--- config.mk ---
export PLATFORM = sky130hd
export DESIGN_NAME = tile_cmd_gen
export DESIGN_NICKNAME = d
export VERILOG_FILES = /design/src/rtl/tcg_pkg.sv /design/src/rtl/tcg_pow2_log.sv /design/src/rtl/tcg_stepper.sv /design/src/rtl/tcg_pack.sv /design/src/rtl/tile_cmd_gen.sv
export SDC_FILE = /design/constraint.sdc
export NUM_CORES = 2
export LEC_CHECK = 0
export ABC_AREA = 1
export BUFFER_PORTS_ARGS = -buffer_cell sky130_fd_sc_hd__buf_2
export CORE_MARGIN = 2
export CORE_UTILIZATION = 45
export CTS_CLUSTER_SIZE = 16
export DETAILED_ROUTE_END_ITERATION = 7
export PLACE_DENSITY = 0.65
export SLEW_MARGIN = 20
export SYNTH_ARGS = -nofsm -noshare
export SYNTH_HDL_FRONTEND = slang
export SYNTH_SLANG_ARGS = --single-unit
--- constraint.sdc ---
create_clock -name clk -period 10.9 [get_ports clk]
set_clock_uncertainty 0.2 [all_clocks]
set_input_delay 0.545 -clock clk [delete_from_list [all_inputs] [get_ports clk]]
set_output_delay 0.545 -clock clk [all_outputs]
set_load 0.1 [all_outputs]
--- src/rtl/tcg_pkg.sv ---
package tcg_pkg;
   // Fixed-point unity for the engine's scale words (20 fraction bits)
   localparam logic [31:0] SCALE_UNITY = 32'h0010_0000;
   // Width of one half of a packed 16/16 command word
   localparam int HALF_W = 16;

   typedef enum logic [0:0] {
      ST_IDLE = 1'b0,
      ST_RUN  = 1'b1
   } tcg_state_e;
endpackage

--- src/rtl/tcg_pow2_log.sv ---
module tcg_pow2_log #(
   parameter int DIM_W = 16,
   parameter int LOG_W = 5
) (
   input  logic [DIM_W-1:0] value,
   output logic             is_pow2,
   output logic [LOG_W-1:0] log2_val
);
   always_comb begin
      is_pow2  = (value != '0) && ((value & (value - 1'b1)) == '0);
      log2_val = '0;
      for (int i = 0; i < DIM_W; i++) begin
         if (value[i]) log2_val = LOG_W'(i);
      end
   end
endmodule

--- src/rtl/tcg_stepper.sv ---
module tcg_stepper #(
   parameter int COORD_W = 16,
   parameter int MAX_W   = 1024,
   parameter int MAX_H   = 1024
) (
   input  logic               clk,
   input  logic               rst_n,
   input  logic               load,
   input  logic               adv,
   input  logic [COORD_W-1:0] ext_w,
   input  logic [COORD_W-1:0] ext_h,
   output logic [COORD_W-1:0] pos_x,
   output logic [COORD_W-1:0] pos_y,
   output logic [COORD_W-1:0] tile_w,
   output logic [COORD_W-1:0] tile_h,
   output logic               row_end,
   output logic               last_tile
);
   localparam int SUM_W = COORD_W + 1;
   localparam logic [COORD_W-1:0] LIM_X = COORD_W'(MAX_W);
   localparam logic [COORD_W-1:0] LIM_Y = COORD_W'(MAX_H);

   logic [COORD_W-1:0] rem_x, rem_y;

   assign rem_x  = ext_w - pos_x;
   assign rem_y  = ext_h - pos_y;
   // limit re-evaluated from the parameter for every tile
   assign tile_w = (rem_x > LIM_X) ? LIM_X : rem_x;
   assign tile_h = (rem_y > LIM_Y) ? LIM_Y : rem_y;

   assign row_end   = (SUM_W'(pos_x) + SUM_W'(tile_w)) >= SUM_W'(ext_w);
   assign last_tile = row_end && ((SUM_W'(pos_y) + SUM_W'(tile_h)) >= SUM_W'(ext_h));

   always_ff @(posedge clk or negedge rst_n) begin
      if (!rst_n) begin
         pos_x <= '0;
         pos_y <= '0;
      end else if (load) begin
         pos_x <= '0;
         pos_y <= '0;
      end else if (adv) begin
         if (row_end) begin
            pos_x <= '0;
            pos_y <= pos_y + tile_h;
         end else begin
            pos_x <= pos_x + tile_w;
         end
      end
   end

   // a tile that does not reach the right edge never moves y
   a_r2_row_major: assert property (@(posedge clk) disable iff (!rst_n)
      (adv && !load && !row_end) |=> $stable(pos_y));
   // a tile is never empty and never past its limit
   a_r1_tile_limit: assert property (@(posedge clk) disable iff (!rst_n)
      adv |-> (tile_w != '0 && tile_w <= LIM_X && tile_h != '0 && tile_h <= LIM_Y));
endmodule

--- src/rtl/tcg_pack.sv ---
module tcg_pack
   import tcg_pkg::*;
#(
   parameter int COORD_W = 16,
   parameter int ADDR_W  = 32,
   parameter int PITCH_W = 16,
   parameter int BPP_W   = 4,
   parameter int FMT_W   = 8,
   parameter int LOG_W   = 5
) (
   input  logic [COORD_W-1:0] pos_x,
   input  logic [COORD_W-1:0] pos_y,
   input  logic [COORD_W-1:0] tile_w,
   input  logic [COORD_W-1:0] tile_h,
   input  logic [COORD_W-1:0] org_sx,
   input  logic [COORD_W-1:0] org_sy,
   input  logic [COORD_W-1:0] org_dx,
   input  logic [COORD_W-1:0] org_dy,
   input  logic [ADDR_W-1:0]  src_base,
   input  logic [PITCH_W-1:0] src_pitch,
   input  logic [BPP_W-1:0]   bpp,
   input  logic [FMT_W-1:0]   fmt,
   input  logic [LOG_W-1:0]   log_w,
   input  logic [LOG_W-1:0]   log_h,
   output logic [31:0]        point_word,
   output logic [31:0]        size_word,
   output logic [31:0]        rsize_word,
   output logic [ADDR_W-1:0]  addr_word,
   output logic [31:0]        format_word
);
   logic [HALF_W-1:0] dst_x, dst_y, even_w, even_h;
   logic [ADDR_W-1:0] row_a, col_a;

   assign dst_x = HALF_W'(pos_x + org_dx);
   assign dst_y = HALF_W'(pos_y + org_dy);
   assign point_word = {dst_y, dst_x};
   assign size_word  = {HALF_W'(tile_h), HALF_W'(tile_w)};

   assign even_w = HALF_W'(tile_w) + HALF_W'(tile_w[0]);
   assign even_h = HALF_W'(tile_h) + HALF_W'(tile_h[0]);
   assign rsize_word = {even_h, even_w};

   assign row_a = (ADDR_W'(pos_y) + ADDR_W'(org_sy)) * ADDR_W'(src_pitch);
   assign col_a = (ADDR_W'(pos_x) + ADDR_W'(org_sx)) * ADDR_W'(bpp);
   assign addr_word = src_base + row_a + col_a;

   assign format_word = 32'(fmt) | (32'(log_w) << 16) | (32'(log_h) << 24);
endmodule

--- src/rtl/tile_cmd_gen.sv ---
module tile_cmd_gen
   import tcg_pkg::*;
#(
   parameter int COORD_W = 16,
   parameter int ADDR_W  = 32,
   parameter int PITCH_W = 16,
   parameter int BPP_W   = 4,
   parameter int DIM_W   = 16,
   parameter int FMT_W   = 8,
   parameter int MAX_W   = 1024,
   parameter int MAX_H   = 1024
) (
   input  logic               clk,
   input  logic               rst_n,
   input  logic               req_valid,
   output logic               req_ready,
   input  logic [ADDR_W-1:0]  req_src_base,
   input  logic [PITCH_W-1:0] req_src_pitch,
   input  logic [BPP_W-1:0]   req_bpp,
   input  logic [COORD_W-1:0] req_sx,
   input  logic [COORD_W-1:0] req_sy,
   input  logic [COORD_W-1:0] req_dx,
   input  logic [COORD_W-1:0] req_dy,
   input  logic [COORD_W-1:0] req_w,
   input  logic [COORD_W-1:0] req_h,
   input  logic [DIM_W-1:0]   req_dst_w,
   input  logic [DIM_W-1:0]   req_dst_h,
   input  logic [FMT_W-1:0]   req_fmt,
   output logic               req_reject,
   output logic               d_valid,
   input  logic               d_ready,
   output logic [31:0]        d_point,
   output logic [31:0]        d_size,
   output logic [31:0]        d_rsize,
   output logic [ADDR_W-1:0]  d_src_addr,
   output logic [31:0]        d_format,
   output logic [31:0]        d_scale_x,
   output logic [31:0]        d_scale_y,
   output logic               done
);
   localparam int LOG_W = $clog2(DIM_W) + 1;
   localparam int N_DIM = 2;

   // elaboration-time parameter checks
   if (MAX_W < 1 || (MAX_W & (MAX_W - 1)) != 0) begin : g_bad_max_w
      $error("MAX_W must be a power of two");
   end
   if (MAX_H < 1 || (MAX_H & (MAX_H - 1)) != 0) begin : g_bad_max_h
      $error("MAX_H must be a power of two");
   end
   if (COORD_W > HALF_W || MAX_W >= (1 << COORD_W) || MAX_H >= (1 << COORD_W)) begin : g_bad_coord
      $error("COORD_W must fit a half word and hold the tile limits");
   end
   if (FMT_W > 16 || LOG_W > 8) begin : g_bad_fields
      $error("format code or log2 field too wide for the format word");
   end

   tcg_state_e         state;
   logic [ADDR_W-1:0]  r_base;
   logic [PITCH_W-1:0] r_pitch;
   logic [BPP_W-1:0]   r_bpp;
   logic [COORD_W-1:0] r_sx, r_sy, r_dx, r_dy, r_w, r_h;
   logic [FMT_W-1:0]   r_fmt;
   logic [LOG_W-1:0]   r_log [N_DIM];

   logic [DIM_W-1:0]   dim_in  [N_DIM];
   logic               dim_ok  [N_DIM];
   logic [LOG_W-1:0]   dim_log [N_DIM];

   assign dim_in[0] = req_dst_w;
   assign dim_in[1] = req_dst_h;

   for (genvar g = 0; g < N_DIM; g++) begin : g_dim
      tcg_pow2_log #(.DIM_W(DIM_W), .LOG_W(LOG_W)) u_plog (
         .value(dim_in[g]), .is_pow2(dim_ok[g]), .log2_val(dim_log[g]));
   end

   logic accept, dims_ok, empty_req, start, adv, last_tile, row_end;
   logic [COORD_W-1:0] pos_x, pos_y, tile_w, tile_h;

   assign req_ready = (state == ST_IDLE);
   assign accept    = req_valid && req_ready;
   assign dims_ok   = dim_ok[0] && dim_ok[1];
   assign empty_req = (req_w == '0) || (req_h == '0);
   assign start     = accept && dims_ok && !empty_req;
   assign d_valid   = (state == ST_RUN);
   assign adv       = d_valid && d_ready;

   always_ff @(posedge clk or negedge rst_n) begin
      if (!rst_n) begin
         state      <= ST_IDLE;
         done       <= 1'b0;
         req_reject <= 1'b0;
         r_base     <= '0;
         r_pitch    <= '0;
         r_bpp      <= '0;
         r_sx       <= '0;
         r_sy       <= '0;
         r_dx       <= '0;
         r_dy       <= '0;
         r_w        <= '0;
         r_h        <= '0;
         r_fmt      <= '0;
         r_log[0]   <= '0;
         r_log[1]   <= '0;
      end else begin
         done       <= 1'b0;
         req_reject <= 1'b0;
         if (accept) begin
            r_base   <= req_src_base;
            r_pitch  <= req_src_pitch;
            r_bpp    <= req_bpp;
            r_sx     <= req_sx;
            r_sy     <= req_sy;
            r_dx     <= req_dx;
            r_dy     <= req_dy;
            r_w      <= req_w;
            r_h      <= req_h;
            r_fmt    <= req_fmt;
            r_log[0] <= dim_log[0];
            r_log[1] <= dim_log[1];
            if (!dims_ok)       req_reject <= 1'b1;
            else if (empty_req) done       <= 1'b1;
            else                state      <= ST_RUN;
         end else if (adv && last_tile) begin
            state <= ST_IDLE;
            done  <= 1'b1;
         end
      end
   end

   tcg_stepper #(.COORD_W(COORD_W), .MAX_W(MAX_W), .MAX_H(MAX_H)) u_step (
      .clk(clk), .rst_n(rst_n), .load(start), .adv(adv),
      .ext_w(r_w), .ext_h(r_h),
      .pos_x(pos_x), .pos_y(pos_y), .tile_w(tile_w), .tile_h(tile_h),
      .row_end(row_end), .last_tile(last_tile));

   tcg_pack #(.COORD_W(COORD_W), .ADDR_W(ADDR_W), .PITCH_W(PITCH_W),
              .BPP_W(BPP_W), .FMT_W(FMT_W), .LOG_W(LOG_W)) u_pack (
      .pos_x(pos_x), .pos_y(pos_y), .tile_w(tile_w), .tile_h(tile_h),
      .org_sx(r_sx), .org_sy(r_sy), .org_dx(r_dx), .org_dy(r_dy),
      .src_base(r_base), .src_pitch(r_pitch), .bpp(r_bpp), .fmt(r_fmt),
      .log_w(r_log[0]), .log_h(r_log[1]),
      .point_word(d_point), .size_word(d_size), .rsize_word(d_rsize),
      .addr_word(d_src_addr), .format_word(d_format));

   assign d_scale_x = SCALE_UNITY;
   assign d_scale_y = SCALE_UNITY;

   a_r10_done_pulse: assert property (@(posedge clk) disable iff (!rst_n)
      done |=> !done);
   a_r12_hold: assert property (@(posedge clk) disable iff (!rst_n)
      (d_valid && !d_ready) |=> (d_valid && $stable(d_point) && $stable(d_size)
                                 && $stable(d_src_addr) && $stable(d_format)));
   a_r9_busy_blocks: assert property (@(posedge clk) disable iff (!rst_n)
      (d_valid && !d_ready) |=> !req_ready);
   a_r4_even_round: assert property (@(posedge clk) disable iff (!rst_n)
      d_valid |-> (!d_rsize[0] && !d_rsize[16] && d_rsize[15:0] >= d_size[15:0]
                   && d_rsize[31:16] >= d_size[31:16]));
   a_r8_reject_quiet: assert property (@(posedge clk) disable iff (!rst_n)
      req_reject |-> (!d_valid && !done));
   a_r11_done_idle: assert property (@(posedge clk) disable iff (!rst_n)
      done |-> !d_valid);
endmodule

==> results.md <==
- The flow ran to the end, and the final reports show no timing, DRC or antenna violations.
- Setup repair after global routing left no endpoint under its margin.
- The tree built by TritonCTS fans out to 199 sinks.
- After synthesis, the mean cell area works out to 7.64 µm².
- The core region is 0.0614 mm².
- The most repeated library cell on the critical path is sky130_fd_sc_hd__fa_1.
- Measured in cells, the most critical reg-to-reg path has a length of 33.
- The synthesized design spends more area on one cell type than any other, namely sky130_fd_sc_hd__fa_1.
- The count of unique library cells instantiated by Yosys is 61.
- After detailed routing, the number of remaining DRC violations is 0.
- For this run, the top clock speed supported by timing is 98.3 MHz.
- The reg-to-reg setup timing slack is 3.18 ns.
- By area the synthesized netlist is led by sky130_fd_sc_hd__fa_1 23%, sky130_fd_sc_hd__dfrtp_1 18%, sky130_fd_sc_hd__ha_1 12%.
- The H-tree depth is 4.
- The clock tree from TritonCTS is built.
- The via count of the first global-routing pass is 24200.
- The sum of buffers and inverters on the critical path is 8.
- The first-pass GRT wire length is 134 mm.
- The gate count of the mapped netlist is 3633.
- The placer congestion estimate is 0.920.
- In this run the tightest slew margin relative to its limit is 0.406.
- The layout filler cell count is 6091.
- The critical path in this run is classified as flip-flop to output pin.
- The most used flip-flop cell after synthesis is sky130_fd_sc_hd__dfrtp_1.
- In this run the remaining antenna-violating nets after routing total 0.
- For this block, the routed nets add up to 84.8 mm of wire.
- The share of the Yosys chip area taken by registers is 0.180.
- The final number of setup-violating endpoints is 0.
- On the worst path, the slowest cell contributes a delay of 0.55 ns.
- The clock tree buffer depth is 2.
- The worst path required time is 10.16 ns.
- The detailed-route wire length per cell is 17.8 µm.
- The growth of design area from synthesis to finish is 11.2%.
- The y dimension of the die is 252 µm.
- The post-CTS repair timing setup buffer count is 0.
- The floorplan step set the die width to 252 µm.
- The via-per-instance ratio is 5.04.
- The net count of the finished layout is 4734.
- Summed over all layers, the global routing overflow is 0.
- STA classifies the critical path endpoint as an output pin.
- The worst hold path belongs to the class primary input to flip-flop.
- The number of standard-cell rows in the floorplan is 91.
- Buffers inserted during clock tree synthesis total 17.
- The data arrival at the endpoint of the critical path is 9.43 ns.
- Of the post-synthesis cell area, the dominant cell type holds 0.225.
- The ratio of final minimum period to clock period is 0.933.
- The overall routing resource usage is 0.274.
- The hold-critical path depth is 3.
- Of the cells placed in the final design, the portion with a size suffix greater than 1 is 0.114.
- Along the worst path, the maximum fanout reaches 10.
- The number of enable-type register cells in the synthesized netlist is 0.
- The share of flip-flops with an asynchronous set or reset after synthesis is 1.00.
- The netlist area before placement is 0.0277 mm².
- The detailed placement HPWL is 69.8 mm.
- The routed layout has 24000 vias.
- The number of port buffers is 317.
- The post-synthesis register bit count is 199.
- The tree is rooted in a sky130_fd_sc_hd__clkbuf_16.
- On the critical path the largest part of the delay comes from adder cells.
- The largest net degree at the start of global routing is 158.
- Adding up every negative setup slack in the final design gives 0 ns.
- Before antenna repair, the detailed router went through 7 iterations.
- The count of maximum capacitance violations is 0.
- The worst setup path is launched from a flip-flop.
- The clock latency at the later pin of the worst-skew pair is 0.53 ns.
- The initial antenna violation count is 1.
- The count of final hold-check violations was 0.
- The number of violations reported at the end of detailed-routing iteration 0 is 1389.
- The endpoint of the worst hold-timing path is r_base[15]$_DFFE_PN0P_.
- The Yosys step of the flow raised 0 warnings.
- The worst path needs 10.17 ns of the cycle, external delays included.
- Clock-pin slew was measured on the worst setup and hold paths at 0.10 ns.
- The end of the worst register-to-register path is u_step.pos_y[0]$_DFFE_PN0P_.
- In this run the critical register-to-register path is launched from u_step.pos_x[1]$_DFFE_PN0P_.
- The slew at the pin with the worst max-slew slack is 0.891 ns.
- The overall die area is 0.0636 mm².
- The number of primary I/O pins is 420.
- For this design, the slowest cell found on the critical path is sky130_fd_sc_hd__fa_1.
- The worst min-delay path startpoint is req_src_base[15].
- The total count of max-transition violations in the final report is 0.
- The starting density of the core is 0.452.
## cells by family after synthesis
logic type	share of synthesized area
XOR/XNOR	0.0420
AND/OR/NAND/NOR	0.212
buffers and inverters	0.137
other	0.000271
adder cells (fa/ha/maj)	0.349
flip-flops	0.180
AO/OA/AOI/OAI	0.0800
## sequential cells by signal (all words and copies together), names as in the netlist
| name | flops |
|---|---|
| r_w | 16 |
| r_dy | 16 |
| d_valid | 1 |
| done | 1 |
| r_base | 32 |
| r_sy | 16 |
| u_step.pos_y | 16 |
| r_sx | 16 |
| r_bpp | 4 |
| r_fmt | 8 |
| r_log | 8 |
| r_h | 16 |
| req_reject | 1 |
| r_dx | 16 |
| u_step.pos_x | 16 |
| r_pitch | 16 |
## cells in the final DEF (no fill, tap or decap), types with 3 or more instances in the layout
cell | synthesis | routed
sky130_fd_sc_hd__nand3_2 | 12 | 12
sky130_fd_sc_hd__inv_1 | 705 | 705
sky130_fd_sc_hd__and2_1 | 11 | 11
sky130_fd_sc_hd__dlygate4sd3_1 | 0 | 47
sky130_fd_sc_hd__nand2_1 | 880 | 879
sky130_fd_sc_hd__a21oi_2 | 4 | 4
sky130_fd_sc_hd__nor3_1 | 20 | 20
sky130_fd_sc_hd__or2_1 | 4 | 4
sky130_fd_sc_hd__a31oi_1 | 12 | 12
sky130_fd_sc_hd__inv_6 | 0 | 5
sky130_fd_sc_hd__clkinv_1 | 12 | 10
sky130_fd_sc_hd__buf_2 | 3 | 316
sky130_fd_sc_hd__xnor2_1 | 42 | 42
sky130_fd_sc_hd__nor2_4 | 4 | 4
sky130_fd_sc_hd__nand4_1 | 25 | 25
sky130_fd_sc_hd__dfrtp_1 | 199 | 199
sky130_fd_sc_hd__ha_1 | 271 | 271
sky130_fd_sc_hd__o21ai_0 | 149 | 149
sky130_fd_sc_hd__nor4_1 | 15 | 15
sky130_fd_sc_hd__clkbuf_16 | 0 | 17
sky130_fd_sc_hd__a21oi_1 | 164 | 164
sky130_fd_sc_hd__nand2_2 | 20 | 20
sky130_fd_sc_hd__inv_8 | 0 | 4
sky130_fd_sc_hd__o21ai_1 | 16 | 16
sky130_fd_sc_hd__or2_2 | 19 | 19
sky130_fd_sc_hd__nand3_1 | 101 | 101
sky130_fd_sc_hd__o221ai_1 | 3 | 3
sky130_fd_sc_hd__inv_2 | 6 | 7
sky130_fd_sc_hd__nor2_2 | 11 | 12
sky130_fd_sc_hd__fa_1 | 312 | 312
sky130_fd_sc_hd__o21bai_1 | 15 | 15
sky130_fd_sc_hd__o21a_1 | 3 | 3
sky130_fd_sc_hd__a21boi_0 | 3 | 3
sky130_fd_sc_hd__buf_4 | 104 | 11
sky130_fd_sc_hd__conb_1 | 2 | 112
sky130_fd_sc_hd__nor2_1 | 273 | 272
sky130_fd_sc_hd__a21o_1 | 11 | 11
sky130_fd_sc_hd__o31ai_1 | 4 | 4
sky130_fd_sc_hd__xor2_1 | 91 | 90
## cell usage after synthesis, types with 12 or more instances
cell / instances
sky130_fd_sc_hd__a21oi_1: 164
sky130_fd_sc_hd__a31oi_1: 12
sky130_fd_sc_hd__buf_4: 104
sky130_fd_sc_hd__clkbuf_1: 62
sky130_fd_sc_hd__clkinv_1: 12
sky130_fd_sc_hd__dfrtp_1: 199
sky130_fd_sc_hd__fa_1: 312
sky130_fd_sc_hd__ha_1: 271
sky130_fd_sc_hd__inv_1: 705
sky130_fd_sc_hd__nand2_1: 880
sky130_fd_sc_hd__nand2_2: 20
sky130_fd_sc_hd__nand3_1: 101
sky130_fd_sc_hd__nand3_2: 12
sky130_fd_sc_hd__nand4_1: 25
sky130_fd_sc_hd__nor2_1: 273
sky130_fd_sc_hd__nor3_1: 20
sky130_fd_sc_hd__nor4_1: 15
sky130_fd_sc_hd__o21ai_0: 149
sky130_fd_sc_hd__o21ai_1: 16
sky130_fd_sc_hd__o21bai_1: 15
sky130_fd_sc_hd__or2_2: 19
sky130_fd_sc_hd__xnor2_1: 42
sky130_fd_sc_hd__xor2_1: 91
## what timing repair did
action | 4_1_cts | 5_1_grt
endpoints found under the hold margin | 134 | 0
hold buffers | 47 | 0
setup endpoints to repair | 0 | 3
resized for setup | 0 | 2
## cell type report
type,count,area (µm²),share of cell area
diodes,1,2.50,0.0000811
clock buffers,18,439,0.0142
clock inverters,14,194,0.00628
inverters,723,2720,0.0882
multi-input cells,2643,19400,0.628
flip-flops and latches,199,4980,0.161
well taps,790,988,0.0320
repair buffers,375,2150,0.0697
## metrics by stage
step	worst slack [ns]	hold slack, ns	instances	cell area, µm²	utilization
after detailed placement	1.01	0.267	4683	29700	0.485
after CTS	0.439	0.00183	4762	30800	0.503
after floorplan	1.23	0.0494	3743	28200	-
after global placement	1.29	0.262	4683	29700	0.485
final	0.728	0.0277	4763	30900	0.503
after global routing	0.0334	0.0181	4762	30900	0.503
## worst max-delay path by stage
| stage | start | to | slack, ns | depth (start not counted) |
|---|---|---|---|---|
| 2_1_floorplan | u_step.pos_y[0]$_DFFE_PN0P_ | d_src_addr[28] | 1.23 | 36 |
| 3_3_place_gp | u_step.pos_y[0]$_DFFE_PN0P_ | d_src_addr[23] | 1.29 | 34 |
| 3_5_place_dp | u_step.pos_y[0]$_DFFE_PN0P_ | d_src_addr[23] | 1.01 | 34 |
| 4_1_cts | u_step.pos_y[0]$_DFFE_PN0P_ | d_src_addr[23] | 0.44 | 34 |
| 5_1_grt | u_step.pos_y[0]$_DFFE_PN0P_ | d_src_addr[29] | 0.03 | 37 |
| 6_report | u_step.pos_y[0]$_DFFE_PN0P_ | d_src_addr[28] | 0.73 | 37 |
## metal layers
metal | global-route usage | routed length, µm | part of all wire
met1 | 0.353 | 36100 | 0.43
met2 | 0.469 | 41100 | 0.48
met3 | 0.0405 | 4930 | 0.058
met4 | 0.0982 | 2750 | 0.032
met5 | 0 | 0 | 0
## worst register-to-register path: cells and delay by family (launching register included)
kind	cells	cell delay [ns]
AND/OR/NAND/NOR	17	3.38
AO/OA/AOI/OAI	8	1.62
adder cells (fa/ha/maj)	3	0.87
buffers and inverters	4	0.70
flip-flops	1	0.50
XOR/XNOR	1	0.34
Power is not shown: default switching activity piles up to over one toggle a cycle in this logic, so the estimate is an artifact.
